**config.mk**
```make
export PLATFORM = sky130hd
export DESIGN_NAME = thermguard
export DESIGN_NICKNAME = d
export VERILOG_FILES = /design/src/rtl/thermguard_pkg.sv /design/src/rtl/thermguard_calib.sv /design/src/rtl/thermguard_regs.sv /design/src/rtl/thermguard_detect.sv /design/src/rtl/thermguard.sv
export SDC_FILE = /design/constraint.sdc
export NUM_CORES = 1
export LEC_CHECK = 0
export BUFFER_PORTS_ARGS = -buffer_cell sky130_fd_sc_hd__buf_2
export CAP_MARGIN = 20
export CORE_UTILIZATION = 40
export CTS_BUF_LIST = sky130_fd_sc_hd__clkbuf_4 sky130_fd_sc_hd__clkbuf_8 sky130_fd_sc_hd__clkbuf_16
export DETAILED_ROUTE_END_ITERATION = 16
export PLACE_DENSITY_LB_ADDON = 0.3
export SLEW_MARGIN = 25
export SYNTH_ARGS = -nofsm -noshare
export SYNTH_HDL_FRONTEND = slang
export SYNTH_HIERARCHICAL = 1
export SYNTH_SLANG_ARGS = --single-unit
```
**constraint.sdc**
```tcl
create_clock -name clk -period 6.2 [get_ports clk]
set_clock_uncertainty 0.2 [all_clocks]
set_input_delay 0.31 -clock clk [delete_from_list [all_inputs] [get_ports clk]]
set_output_delay 0.31 -clock clk [all_outputs]
set_load 0.02 [all_outputs]
```
**src/rtl/thermguard_pkg.sv**
```systemverilog
package thermguard_pkg;

    localparam int SLOPE_W   = 32;
    localparam int TEMP_W    = 8;

    localparam int ADR_LIMIT = 0;
    localparam int ADR_SLOPE = 1;
    localparam int ADR_CTRL  = 2;
    localparam int ADR_LOCK  = 3;
    localparam int ADR_TEMP  = 4;

    localparam int EN_BIT    = 1;
    localparam int LOCK_BIT  = 0;

    localparam logic [TEMP_W-1:0]  LIMIT_RST = 8'd125;
    localparam logic [SLOPE_W-1:0] SLOPE_RST = 32'd25;

    typedef struct packed {
        logic [TEMP_W-1:0]  limit;
        logic [SLOPE_W-1:0] slope;
        logic               en;
        logic               lock;
    } cfg_t;

    typedef struct packed {
        logic [TEMP_W-1:0] temp;
        logic              shut;
    } det_t;

endpackage

```
**src/rtl/thermguard_calib.sv**
```systemverilog
module thermguard_calib #(
    parameter int RAW_W   = 10,
    parameter int SLOPE_W = 32,
    parameter int FRAC_W  = 4,
    parameter int OUT_W   = 8
) (
    input  logic [RAW_W-1:0]   raw,
    input  logic [SLOPE_W-1:0] slope,
    output logic [OUT_W-1:0]   celsius
);
    localparam int PROD_W = RAW_W + SLOPE_W;

    logic [PROD_W-1:0] prod;
    logic [PROD_W-1:0] scaled;
    logic              over;

    always_comb begin
        prod   = PROD_W'(raw) * PROD_W'(slope);
        scaled = prod >> FRAC_W;
        over   = |scaled[PROD_W-1:OUT_W];
        if (over) begin
            celsius = {OUT_W{1'b1}};
        end else begin
            celsius = scaled[OUT_W-1:0];
        end
    end
endmodule

```
**src/rtl/thermguard_regs.sv**
```systemverilog
module thermguard_regs
    import thermguard_pkg::*;
#(
    parameter int ADDR_W = 4,
    parameter int DATA_W = 32
) (
    input  logic              clk,
    input  logic              rst_n,
    input  logic [ADDR_W-1:0] addr,
    input  logic              wr,
    input  logic [DATA_W-1:0] wdata,
    output cfg_t              cfg
);
    cfg_t cfg_d, cfg_q;
    logic hit_limit, hit_slope, hit_ctrl, hit_lock;

    always_comb begin
        hit_limit = wr && (addr == ADDR_W'(ADR_LIMIT));
        hit_slope = wr && (addr == ADDR_W'(ADR_SLOPE));
        hit_ctrl  = wr && (addr == ADDR_W'(ADR_CTRL));
        hit_lock  = wr && (addr == ADDR_W'(ADR_LOCK));

        cfg_d = cfg_q;
        if (!cfg_q.lock) begin
            if (hit_limit) cfg_d.limit = wdata[TEMP_W-1:0];
            if (hit_slope) cfg_d.slope = wdata[SLOPE_W-1:0];
            if (hit_ctrl)  cfg_d.en    = wdata[EN_BIT];
        end
        if (hit_lock && wdata[LOCK_BIT]) cfg_d.lock = 1'b1;
    end

    always_ff @(posedge clk or negedge rst_n) begin
        if (!rst_n) begin
            cfg_q.limit <= LIMIT_RST;
            cfg_q.slope <= SLOPE_RST;
            cfg_q.en    <= 1'b0;
            cfg_q.lock  <= 1'b0;
        end else begin
            cfg_q <= cfg_d;
        end
    end

    assign cfg = cfg_q;
endmodule

```
**src/rtl/thermguard_detect.sv**
```systemverilog
module thermguard_detect
    import thermguard_pkg::*;
(
    input  logic              clk,
    input  logic              rst_n,
    input  logic [TEMP_W-1:0] celsius,
    input  cfg_t              cfg,
    output logic [TEMP_W-1:0] temp,
    output logic              shut
);
    det_t det_d, det_q;
    logic hot;

    always_comb begin
        hot        = cfg.en && (det_q.temp > cfg.limit);
        det_d.temp = celsius;
        det_d.shut = det_q.shut | hot;
    end

    always_ff @(posedge clk or negedge rst_n) begin
        if (!rst_n) begin
            det_q <= '0;
        end else begin
            det_q <= det_d;
        end
    end

    assign temp = det_q.temp;
    assign shut = det_q.shut;
endmodule

```
**src/rtl/thermguard.sv**
```systemverilog
module thermguard
    import thermguard_pkg::*;
#(
    parameter int ADDR_W = 4,
    parameter int DATA_W = 32,
    parameter int RAW_W  = 10,
    parameter int FRAC_W = 4
) (
    input  logic              clk,
    input  logic              rst_n,
    input  logic [ADDR_W-1:0] bus_addr,
    input  logic              bus_wr,
    input  logic [DATA_W-1:0] bus_wdata,
    output logic [DATA_W-1:0] bus_rdata,
    input  logic [RAW_W-1:0]  sensor_raw,
    output logic              shutdown_req
);
    cfg_t              cfg;
    logic [TEMP_W-1:0] celsius;
    logic [TEMP_W-1:0] temp;

    thermguard_regs #(.ADDR_W(ADDR_W), .DATA_W(DATA_W)) u_regs (
        .clk   (clk),
        .rst_n (rst_n),
        .addr  (bus_addr),
        .wr    (bus_wr),
        .wdata (bus_wdata),
        .cfg   (cfg)
    );

    thermguard_calib #(.RAW_W(RAW_W), .SLOPE_W(SLOPE_W), .FRAC_W(FRAC_W), .OUT_W(TEMP_W)) u_calib (
        .raw     (sensor_raw),
        .slope   (cfg.slope),
        .celsius (celsius)
    );

    thermguard_detect u_detect (
        .clk     (clk),
        .rst_n   (rst_n),
        .celsius (celsius),
        .cfg     (cfg),
        .temp    (temp),
        .shut    (shutdown_req)
    );

    always_comb begin
        bus_rdata = '0;
        case (bus_addr)
            ADDR_W'(ADR_LIMIT): bus_rdata[TEMP_W-1:0]  = cfg.limit;
            ADDR_W'(ADR_SLOPE): bus_rdata[SLOPE_W-1:0] = cfg.slope;
            ADDR_W'(ADR_CTRL):  bus_rdata[EN_BIT]      = cfg.en;
            ADDR_W'(ADR_LOCK):  bus_rdata[LOCK_BIT]    = cfg.lock;
            ADDR_W'(ADR_TEMP):  bus_rdata[TEMP_W-1:0]  = temp;
            default:            bus_rdata = '0;
        endcase
    end
endmodule

```
==> results of run 1 <==
-- cell usage in the layout, fill, tap and decap left out, types with 11 or more instances in the layout --
cell       n
a21o_1    13
a21oi_1   36
a21oi_2   11
and2_1   140
buf_12    18
buf_2     81
buf_4    234
dfrtp_1   23
dfrtp_2   19
fa_1     226
fa_2      11
ha_1      65
ha_4      17
inv_1    174
mux2_2    11
mux2_4    31
nand2_1  241
nand4_1   16
nor2_1    36
o21ai_0   27
xnor2_1   15
-- worst register-to-register path: cells and delay by family (launching register included) --
| kind | cells | cell delay, ns |
|---|---|---|
| flip-flops | 1 | 0.51 |
| adder cells (fa/ha/maj) | 6 | 2.79 |
| AO/OA/AOI/OAI | 4 | 0.58 |
| buffers and inverters | 5 | 0.58 |
| AND/OR/NAND/NOR | 6 | 1.49 |
-- through the flow --
step | setup WS, ns | TNS (ns) | hold slack, ns | std cells
floorplan | 0.0635 | 0 | -0.186 | 1412
global placement | -0.394 | -3.12 | 0.254 | 2048
detailed placement | -0.472 | -3.65 | 0.259 | 2048
CTS | -0.0683 | -0.471 | 0.0281 | 2078
global route | -0.245 | -1.68 | 0.0327 | 2086
finish | -0.0585 | -0.362 | 0.0302 | 2086
-- final cells by class --
type,instances,share of cell area
multi-input cells,1096,0.676
repair buffers,345,0.161
flip-flops and latches,51,0.0793
inverters,184,0.0418
well taps,402,0.0304
clock buffers,5,0.00757
clock inverters,3,0.00409
-- path summary, 6_finish.rpt --
check                                            from                         end  slack, ns
max                        u_regs/cfg[26]$_DFFE_PN0P_  u_detect/temp[4]$_DFF_PN0_      -0.06
min                                     bus_wdata[25]  u_regs/cfg[27]$_DFFE_PN0P_       0.03
max reg2reg                u_regs/cfg[26]$_DFFE_PN0P_  u_detect/temp[4]$_DFF_PN0_      -0.06
min reg2reg                   u_detect/shut$_DFF_PN0_     u_detect/shut$_DFF_PN0_       0.28
max in group asynchronous                       rst_n  u_regs/cfg[17]$_DFFE_PN0P_       4.82
min in group asynchronous                       rst_n  u_regs/cfg[31]$_DFFE_PN0P_       0.44
-- layer usage --
metal | up-vias | track usage | routed length, µm
met5 | - | 0 | 0
met4 | 0 | 0.0605 | 878
met3 | 66 | 0.0265 | 2240
met2 | 377 | 0.416 | 18700
met1 | 5671 | 0.322 | 16400
li1 | 5080 | - | -
-- registers in the layout, indices dropped and copies added (netlist names) --
| register | flops |
|---|---|
| u_detect/shut | 1 |
| u_detect/temp | 8 |
| u_regs/cfg | 42 |
-- cell families (layout without fill, tap and decap cells) --
group                    after synthesis  count (layout)  synth area share
adder cells (fa/ha/maj)              320             320             0.445
multiplexers                          44              44            0.0466
buffers and inverters                265             537            0.0853
AO/OA/AOI/OAI                        189             189             0.105
AND/OR/NAND/NOR                      522             522             0.205
flip-flops                            51              51            0.0991
XOR/XNOR                              21              21            0.0142
-- what timing repair did --
item	4_1_cts	5_1_grt
pin swaps	66	28
buffers inserted	22	8
setup endpoints to repair	8	8
endpoints found under the hold margin	42	0
resized for setup	105	43
hold buffers	1	0
==> key figures, run 1 <==
Clocking
  • Clk slew on worst S/H paths: roughly 0.080 ns
  • Clock latency on the worst-skew pair: around 0.31 ns
  • Clock buffer depth: 2
  • Clock sinks: 51
  • Htree depth: 2
  • TritonCTS clock tree: yes
  • CTS buffer count: 5
  • Clock root buffer: clkbuf_16

Route
  • First-iteration detailed-routing DRC count: between 700 and 800
  • Vias: between 10000 and 15000
  • Drt drc: 0
  • ANT nets after route: 0
  • Wire per inst: approximately 18 µm
  • Post-Route WL: between 30000 and 40000 µm
  • Via density: roughly 5.4
  • Drt first pass iters: 5

STA
  • Final period util: 1.01
  • Clock period minus worst slack: 6.26 ns
  • Fin. max-slew vios: 0
  • Fin worst setup slack: -0.0585 ns
  • Slew Limit Headroom: 0.531
  • Max frequency: approximately 0.16 GHz
  • Worst-Margin Slew: 0.704 ns
  • Final hold vios: 0
  • Unrepaired setup endpoints after global routing: true
  • # setup viols final: 8

Synthesis
  • Seq/Total Area, Yosys: 0.0991
  • Mean Syn Cell Area: 9.20 µm²
  • Flop and latch count out of synthesis: 51
  • Dominant cells by area after synthesis: fa_1, dfrtp_1, ha_1
  • Leading area contributor after synthesis: fa_1
  • Post-synth EDFFs: 0
  • Mapped Nets: roughly 1800
  • Synth top area share: 0.365
  • Total of warnings raised by yosys: 6
  • Synth cell count leaders: nand2_1, fa_1, inv_1
  • Synth Flop Type: dfrtp_1
  • Synthesized instance count: 1412
  • Leading cell type by number of instances after synthesis: nand2_1
  • Cell variety after synth: 91
  • Area of the mapped netlist: about 0.013 mm²
  • Async SR Flop Fraction: 1.00

Die
  • IO Count: 82
  • Die H: ~180 µm
  • Die area: around 0.033 mm²
  • Die X: about 180 µm
  • # rows: 65
  • Core area: between 0.03 and 0.04 mm²
  • Starting Density: 0.410

Final layout
  • Synth-to-Final Area Change: 27.3%
  • Layout cell share with drive strength beyond 1: 0.325
  • Nets: just over 2000
  • Layout Utilization: 0.521
  • Multi-input gate area: around 0.011 mm²
  • Fill cell count: around 2900
  • Antenna cell count: 0
  • Register area: 0.00131 mm²
  • Post-route cell area: about 0.017 mm²

Setup path
  • Worst-path cell with the longest stage delay: fa_1
  • Critical Path Fanout Max: 8
  • Data arrival, critical path: about 6.2 ns
  • Stages on worst setup path: 21
  • CP endpoint kind: register
  • Reg2reg path depth: 21
  • CP Class: reg2reg
  • Crit-path cells: and2_1, fa_1, inv_1, fa_1, fa_1, fa_1, fa_1, inv_1, ha_4, buf_4, nand4_1, or4_4, or2_1, o22ai_2, a21oi_2, a311oi_2, buf_4, o2111ai_4, nor4_4, buf_6, nand2_1
  • Top cell family by delay on the critical path: adder cells
  • WP buf/inv: 5
  • Crit-path most repeated cell: fa_1
  • Crit path launch type: register
  • Required @ worst endpoint: approximately 6.2 ns
  • Slowest stage delay, CP: around 0.54 ns

Hold path
  • Worst hold path type: in2reg
  • WHS Path Cells: 2

Status
  • Status: finished with violations
  • Violated checks: setup timing

Placement
  • Post-DP HPWL: approximately 32000 µm
  • GPL Wtd Cong: approximately 0.97
  • Placed Area: between 0.015 and 0.02 mm²
  • Port bufs: 81

Global route
  • Vias in the first global route: 12100
  • Initial antenna violation count: 1
  • First-pass GRT wire length: 63200 µm
  • Tot GR Track Use: 0.241
  • Gr ovfl total: 0
  • Largest net degree at the start of global routing: 52

Job
  • Max-cap violations: 0
Power of run 1 is not shown: default switching activity piles up to over one toggle a cycle in this logic, so the estimate is an artifact.
==> run 2, diff against run 1 <==
--- a/config.mk
+++ b/config.mk
@@ -7,10 +7,11 @@
 export LEC_CHECK = 0
 export BUFFER_PORTS_ARGS = -buffer_cell sky130_fd_sc_hd__buf_2
 export CAP_MARGIN = 20
-export CORE_UTILIZATION = 40
+export CORE_UTILIZATION = 37
 export CTS_BUF_LIST = sky130_fd_sc_hd__clkbuf_4 sky130_fd_sc_hd__clkbuf_8 sky130_fd_sc_hd__clkbuf_16
 export DETAILED_ROUTE_END_ITERATION = 16
 export PLACE_DENSITY_LB_ADDON = 0.3
+export SKIP_LAST_GASP = 1
 export SLEW_MARGIN = 25
 export SYNTH_ARGS = -nofsm -noshare
 export SYNTH_HDL_FRONTEND = slang
==> run 2 against run 1 <==
The run still ends with setup timing left. Via count fell by 0.97%. Fmax grew 0.12%. Die area is 8.0% higher. Wire length up 1.2%. Critical path depth grew 2. Sequential share of layout area about the same. Largest cell class unchanged.
==> key figures, run 2 (synthesis results as in run 1) <==
Clocking
  • Clk slew on worst S/H paths: 0.07 ns (was 0.08 ns)
  • CTS buffer count: 5 (unchanged)
  • TritonCTS clock tree: yes (unchanged)
  • Htree depth: 2 (unchanged)
  • Clock sinks: 51 (unchanged)
  • Clock buffer depth: 2 (unchanged)
  • Clock root buffer: clkbuf_16 (unchanged)
  • Clock latency on the worst-skew pair: 0.30 ns (was 0.31 ns)

Setup path
  • RR Endpoint: u_detect/temp[1]$_DFF_PN0_ (was u_detect/temp[4]$_DFF_PN0_)
  • CP Class: reg2reg (unchanged)
  • Required @ worst endpoint: 6.17 ns (was 6.18 ns)
  • Worst Setup EP: u_detect/temp[1]$_DFF_PN0_ (was u_detect/temp[4]$_DFF_PN0_)
  • Reg2reg path depth: 23 (was 21)
  • Worst setup path start: u_regs/cfg[9]$_DFFE_PN0P_ (was u_regs/cfg[26]$_DFFE_PN0P_)
  • Worst-path cell with the longest stage delay: fa_1 (unchanged)
  • Stages on worst setup path: 23 (was 21)
  • R2r startpoint: u_regs/cfg[9]$_DFFE_PN0P_ (was u_regs/cfg[26]$_DFFE_PN0P_)
  • Crit path launch type: register (unchanged)
  • CP endpoint kind: register (unchanged)
  • Critical Path Fanout Max: 8 (unchanged)
  • Flop2flop setup slack: -0.05 ns (was -0.06 ns)
  • Crit-path most repeated cell: fa_1 (unchanged)
  • Top cell family by delay on the critical path: adder cells (unchanged)
  • Crit-path cells: buf_6, and2_4, fa_1, fa_1, inv_2, fa_1, fa_1, fa_1, inv_2, ha_4, nand2_4, buf_6, nor2_2, a31oi_1, buf_4, o211a_1, a21oi_4, mux2_4, a311oi_2, nand4_1, nor4_4, buf_6, nand2_1 (was and2_1, fa_1, inv_1, fa_1, fa_1, fa_1, fa_1, inv_1, ha_4, buf_4, nand4_1, or4_4, or2_1, o22ai_2, a21oi_2, a311oi_2, buf_4, o2111ai_4, nor4_4, buf_6, nand2_1)
  • Slowest stage delay, CP: 0.58 ns (was 0.54 ns)
  • Data arrival, critical path: 6.22 ns (was 6.24 ns)
  • WP buf/inv: 6 (was 5)

STA
  • Setup TNS: -0.228 ns (was -0.362 ns)
  • # setup viols final: 8 (unchanged)
  • Final period util: 1.01 (about the same)
  • Final hold vios: 0 (unchanged)
  • Fin worst setup slack: -0.0510 ns (was -0.0585 ns)
  • Fin. max-slew vios: 0 (unchanged)
  • Slew Limit Headroom: 0.531 (about the same)
  • Worst-Margin Slew: 0.703 ns (was 0.704 ns)
  • Max frequency: 0.160 GHz (about the same)
  • Unrepaired setup endpoints after global routing: true (unchanged)
  • Clock period minus worst slack: 6.25 ns (was 6.26 ns)

Status
  • Violated checks: setup timing (unchanged)
  • Status: finished with violations (unchanged)

Final layout
  • Register area: 0.00131 mm² (about the same)
  • Leading cell type in the layout, fill and taps excluded: nand2_1 (unchanged)
  • Antenna cell count: 0 (unchanged)
  • Layout Utilization: 0.476 (was 0.521)
  • Nets: 2040 (was 2052)
  • Commonest non-fill, non-tap cells in the layout: nand2_1, fa_1, buf_4 (was nand2_1, buf_4, fa_1)
  • Fill cell count: 3288 (was 2923)
  • Layout cell share with drive strength beyond 1: 0.322 (was 0.325)
  • Multi-input gate area: 0.0112 mm² (about the same)
  • Non-Filler Instances: 2127 (was 2086)
  • Synth-to-Final Area Change: 26.7% (was 27.3%)
  • Largest register FFs: 42 (unchanged)

Route
  • First-iteration detailed-routing DRC count: 605 (was 786)
  • Via density: 5.21 (was 5.37)
  • Post-Route WL: 38700 µm (was 38300 µm)
  • Wire per inst: 18.2 µm (was 18.3 µm)
  • Vias: 11100 (was 11200)
  • Drt drc: 0 (unchanged)
  • Drt first pass iters: 7 (was 5)
  • ANT nets after route: 0 (unchanged)

Global route
  • Largest net degree at the start of global routing: 52 (unchanged)
  • Tot GR Track Use: 0.224 (was 0.241)
  • Vias in the first global route: 11900 (was 12100)
  • Gr ovfl total: 0 (unchanged)
  • Initial antenna violation count: 0 (was 1)
  • First-pass GRT wire length: 63200 µm (about the same)

Die
  • # rows: 68 (was 65)
  • Die area: 0.0359 mm² (was 0.0332 mm²)
  • Die X: 189 µm (was 182 µm)
  • IO Count: 82 (unchanged)
  • Core area: 0.0345 mm² (was 0.0317 mm²)
  • Die H: 189 µm (was 182 µm)
  • Starting Density: 0.376 (was 0.410)

Job
  • Max-cap violations: 0 (unchanged)

Placement
  • GPL Wtd Cong: 0.939 (was 0.971)
  • Port bufs: 81 (unchanged)
  • Post-DP HPWL: 31500 µm (was 31800 µm)
  • Dpl cells: 2095 (was 2048)

Hold path
  • Worst hold path type: in2reg (unchanged)
run 2: worst register-to-register path, stage by stage, from the launching register on:
cell and delay [ns]:
dfrtp_1 0.44, buf_6 0.17, and2_4 0.14, fa_1 0.47
fa_1 0.51, inv_2 0.04, fa_1 0.58, fa_1 0.45
fa_1 0.54, inv_2 0.05, ha_4 0.27, nand2_4 0.06
buf_6 0.12, nor2_2 0.09, a31oi_1 0.10, buf_4 0.17
o211a_1 0.25, a21oi_4 0.20, mux2_4 0.33, a311oi_2 0.23
nand4_1 0.23, nor4_4 0.22, buf_6 0.18, nand2_1 0.07
run 2: final cells by class:
| cell class | instances | area share |
|---|---|---|
| multi-input cells | 1096 | 0.679 |
| repair buffers | 333 | 0.156 |
| flip-flops and latches | 51 | 0.0798 |
| inverters | 184 | 0.0420 |
| well taps | 455 | 0.0346 |
| clock buffers | 6 | 0.00806 |
| clock inverters | 2 | 0.000760 |
run 2: what timing repair did:
action                     CTS  global route
setup endpoints to repair    8             8
setup buffers               11            12
pin swaps                   23            46
resized for setup           72            81
hold endpoints to repair    42             0
hold buffers                 1             0
run 2: worst min path at each step:
stage / startpoint / to / cells after the start
after floorplan: rst_n / u_detect/shut$_DFF_PN0_ / 0
after global placement: rst_n / u_regs/cfg[31]$_DFFE_PN0P_ / 2
after detailed placement: rst_n / u_regs/cfg[31]$_DFFE_PN0P_ / 2
after CTS: bus_wdata[29] / u_regs/cfg[31]$_DFFE_PN0P_ / 2
after global routing: bus_wdata[29] / u_regs/cfg[31]$_DFFE_PN0P_ / 2
final: bus_wdata[27] / u_regs/cfg[29]$_DFFE_PN0P_ / 2
run 2: layer usage:
metal / wire length [µm] / part of all wire / track usage / vias to the layer above
li1: - / - / - / 5062
met1: 16800 / 0.43 / 0.299 / 5628
met2: 18700 / 0.48 / 0.381 / 334
met3: 2260 / 0.058 / 0.0274 / 61
met4: 954 / 0.025 / 0.0599 / 0
met5: 0 / 0 / 0 / -
run 2: per-stage QoR:
| step | worst slack, ns | instance area, µm² | hold slack [ns] |
|---|---|---|---|
| 6_report | -0.0510 | 16500 | 0.0395 |
| 4_1_cts | -0.147 | 16000 | 0.0352 |
| 5_1_grt | -0.231 | 16500 | 0.0316 |
| 3_5_place_dp | -0.509 | 15500 | 0.279 |
| 3_3_place_gp | -0.323 | 15500 | 0.260 |
| 2_1_floorplan | 0.0635 | 13000 | -0.186 |
Power of run 2 is left out for the same reason.
==> run 3, diff against run 2 <==
--- a/config.mk
+++ b/config.mk
@@ -7,6 +7,7 @@
 export LEC_CHECK = 0
 export BUFFER_PORTS_ARGS = -buffer_cell sky130_fd_sc_hd__buf_2
 export CAP_MARGIN = 20
+export CORE_ASPECT_RATIO = 1.25
 export CORE_UTILIZATION = 37
 export CTS_BUF_LIST = sky130_fd_sc_hd__clkbuf_4 sky130_fd_sc_hd__clkbuf_8 sky130_fd_sc_hd__clkbuf_16
 export DETAILED_ROUTE_END_ITERATION = 16
==> run 3 against run 2 <==
The flow now finishes without violations. Final cell count rose by 0.52%. Via count fell by 0.30%. Core utilization fell by 0.49 points. Cell area fell by 1.1%. Global-route usage rose by 0.37 points. Non-clock buffer count fell by 2. Wire length rose by 0.18%. Register-to-register slack improved by 0.06 ns. Sequential cell count did not move. Critical path depth fell by 2. Critical endpoint is now u_detect/temp[5]$_DFF_PN0_. Fmax rose by 1.0%. Critical path type unchanged.
==> key figures, run 3 (synthesis results as in run 1) <==
Placement
  • Port bufs: 81 (unchanged)
  • Post-DP HPWL: 31900 µm (was 31500 µm)
  • Placed Area: 0.0155 mm² (about the same)
  • GPL Wtd Cong: 0.960 (was 0.939)
  • Place WS: -0.542 ns (was -0.509 ns)

Clocking
  • Clock sinks: 51 (unchanged)
  • Clock root buffer: clkbuf_16 (unchanged)
  • Clk slew on worst S/H paths: 0.08 ns (was 0.07 ns)
  • Htree depth: 2 (unchanged)
  • CTS buffer count: 5 (unchanged)
  • Clock latency on the worst-skew pair: 0.32 ns (was 0.30 ns)
  • Clock buffer depth: 2 (unchanged)
  • TritonCTS clock tree: yes (unchanged)

Setup path
  • Crit path launch type: register (unchanged)
  • Required @ worst endpoint: 6.20 ns (was 6.17 ns)
  • Flop2flop setup slack: 0.01 ns (was -0.05 ns)
  • CP Class: reg2reg (unchanged)
  • CP endpoint kind: register (unchanged)
  • Data arrival, critical path: 6.18 ns (was 6.22 ns)
  • Critical Path Fanout Max: 12 (was 8)

Final layout
  • Layout cell share with drive strength beyond 1: 0.294 (was 0.322)
  • Commonest non-fill, non-tap cells in the layout: nand2_1, fa_1, buf_4 (unchanged)
  • Multi-input gate area: 0.0109 mm² (was 0.0112 mm²)
  • Register area: 0.00131 mm² (about the same)
  • Largest register FFs: 42 (unchanged)
  • Fill cell count: 3259 (was 3288)
  • Leading cell type in the layout, fill and taps excluded: nand2_1 (unchanged)
  • Layout Utilization: 0.471 (was 0.476)
  • Synth-to-Final Area Change: 25.3% (was 26.7%)
  • Nets: 2038 (was 2040)
  • Antenna cell count: 0 (unchanged)
  • Post-route cell area: 0.0163 mm² (was 0.0165 mm²)

Status
  • Status: finished clean (was finished with violations)

STA
  • Worst-Margin Slew: 0.720 ns (was 0.703 ns)
  • Max frequency: 0.162 GHz (was 0.160 GHz)
  • # setup viols final: 0 (was 8)
  • Final hold vios: 0 (unchanged)
  • Final period util: 0.998 (was 1.01)
  • Unrepaired setup endpoints after global routing: true (unchanged)
  • Fin. max-slew vios: 0 (unchanged)
  • Slew Limit Headroom: 0.520 (was 0.531)
  • Setup TNS: 0 ns (was -0.228 ns)
  • Fin worst setup slack: 0.0126 ns (was -0.0510 ns)
  • Clock period minus worst slack: 6.19 ns (was 6.25 ns)

Die
  • # rows: 76 (was 68)
  • Starting Density: 0.376 (about the same)
  • Die area: 0.0359 mm² (about the same)
  • Die X: 170 µm (was 189 µm)
  • Core area: 0.0345 mm² (about the same)
  • Die H: 212 µm (was 189 µm)
  • IO Count: 82 (unchanged)

Global route
  • Largest net degree at the start of global routing: 52 (unchanged)
  • Tot GR Track Use: 0.228 (was 0.224)
  • Initial antenna violation count: 1 (was 0)
  • Gr ovfl total: 0 (unchanged)
  • First-pass GRT wire length: 63100 µm (was 63200 µm)
  • Vias in the first global route: 11900 (about the same)

Route
  • First-iteration detailed-routing DRC count: 539 (was 605)
  • Wire per inst: 18.1 µm (was 18.2 µm)
  • ANT nets after route: 0 (unchanged)
  • Post-Route WL: 38800 µm (was 38700 µm)
  • Drt drc: 0 (unchanged)
  • Vias: 11100 (about the same)
  • Drt first pass iters: 5 (was 7)
  • Via density: 5.17 (was 5.21)

Job
  • Max-cap violations: 0 (unchanged)

Hold path
  • Worst hold path type: in2reg (unchanged)
==> run 3: changes by cell type in the layout (fill, tap and decap cells not counted), moves of 4 or more <==
cell / change
inv_2: -4
buf_12: +5
nand2_1: +12
o21ai_0: +4
inv_1: +4
buf_6: -4
nand2_2: -11
dfrtp_1: +5
nor2_1: +4
dfrtp_2: -5
a21oi_1: +4
ha_1: +7
ha_4: -6
==> run 3: per-layer routing <==
layer | up-vias | GRT usage | routed length [µm]
li1 | 5055 | - | -
met1 | 5599 | 0.275 | 15500
met2 | 321 | 0.417 | 20300
met3 | 77 | 0.0179 | 1400
met4 | 0 | 0.0873 | 1570
met5 | - | 0 | 0
==> run 3: timing repair <==
action                                  in CTS  in global routing
buffers inserted                            16                  9
endpoints found under the hold margin       42                  0
gates resized for setup                     47                 42
endpoints found under the setup margin       8                  8
pin swaps                                   16                 24
hold buffers                                 1                  0
==> run 3: final timing paths <==
path / cells past startpoint / start / endpoint
worst max-delay path: 21 / u_regs/cfg[23]$_DFFE_PN0P_ / u_detect/temp[5]$_DFF_PN0_
worst min-delay path: 2 / bus_wdata[13] / u_regs/cfg[15]$_DFFE_PN0P_
worst max register to register: 21 / u_regs/cfg[23]$_DFFE_PN0P_ / u_detect/temp[5]$_DFF_PN0_
worst min register to register: 1 / u_detect/shut$_DFF_PN0_ / u_detect/shut$_DFF_PN0_
max in group asynchronous: 3 / rst_n / u_regs/cfg[15]$_DFFE_PN0P_
min in group asynchronous: 3 / rst_n / u_regs/cfg[32]$_DFFE_PN0P_
==> run 3: area by class of cell <==
class | instances | share of cell area
multi-input combinational | 1096 | 0.672
sequential | 51 | 0.0803
timing repair buffer | 331 | 0.160
clock inverter | 3 | 0.00154
clock buffer | 5 | 0.00769
tap | 468 | 0.0360
inverter | 184 | 0.0424
==> run 3: critical path, cell delays in order (launching register included) <==
cell and delay (ns):
dfrtp_1 0.40, buf_12 0.16, and2_1 0.17, fa_1 0.54, inv_1 0.06, fa_1 0.48
fa_1 0.56, fa_1 0.44, fa_1 0.49, inv_1 0.04, ha_1 0.37, a21oi_2 0.22
o21bai_1 0.12, buf_4 0.16, a211oi_1 0.25, nor2_1 0.12, nor2_2 0.27, xor2_1 0.25
o2111ai_2 0.18, nor4_4 0.33, buf_6 0.17, nand2_1 0.07
==> run 3: through the flow <==
stage	hold slack, ns	cells
2_1_floorplan	-0.186	1412
3_3_place_gp	0.274	2106
3_5_place_dp	0.278	2106
4_1_cts	0.0159	2131
5_1_grt	0.0116	2138
6_report	0.0232	2138
Power of run 3 is left out for the same reason.
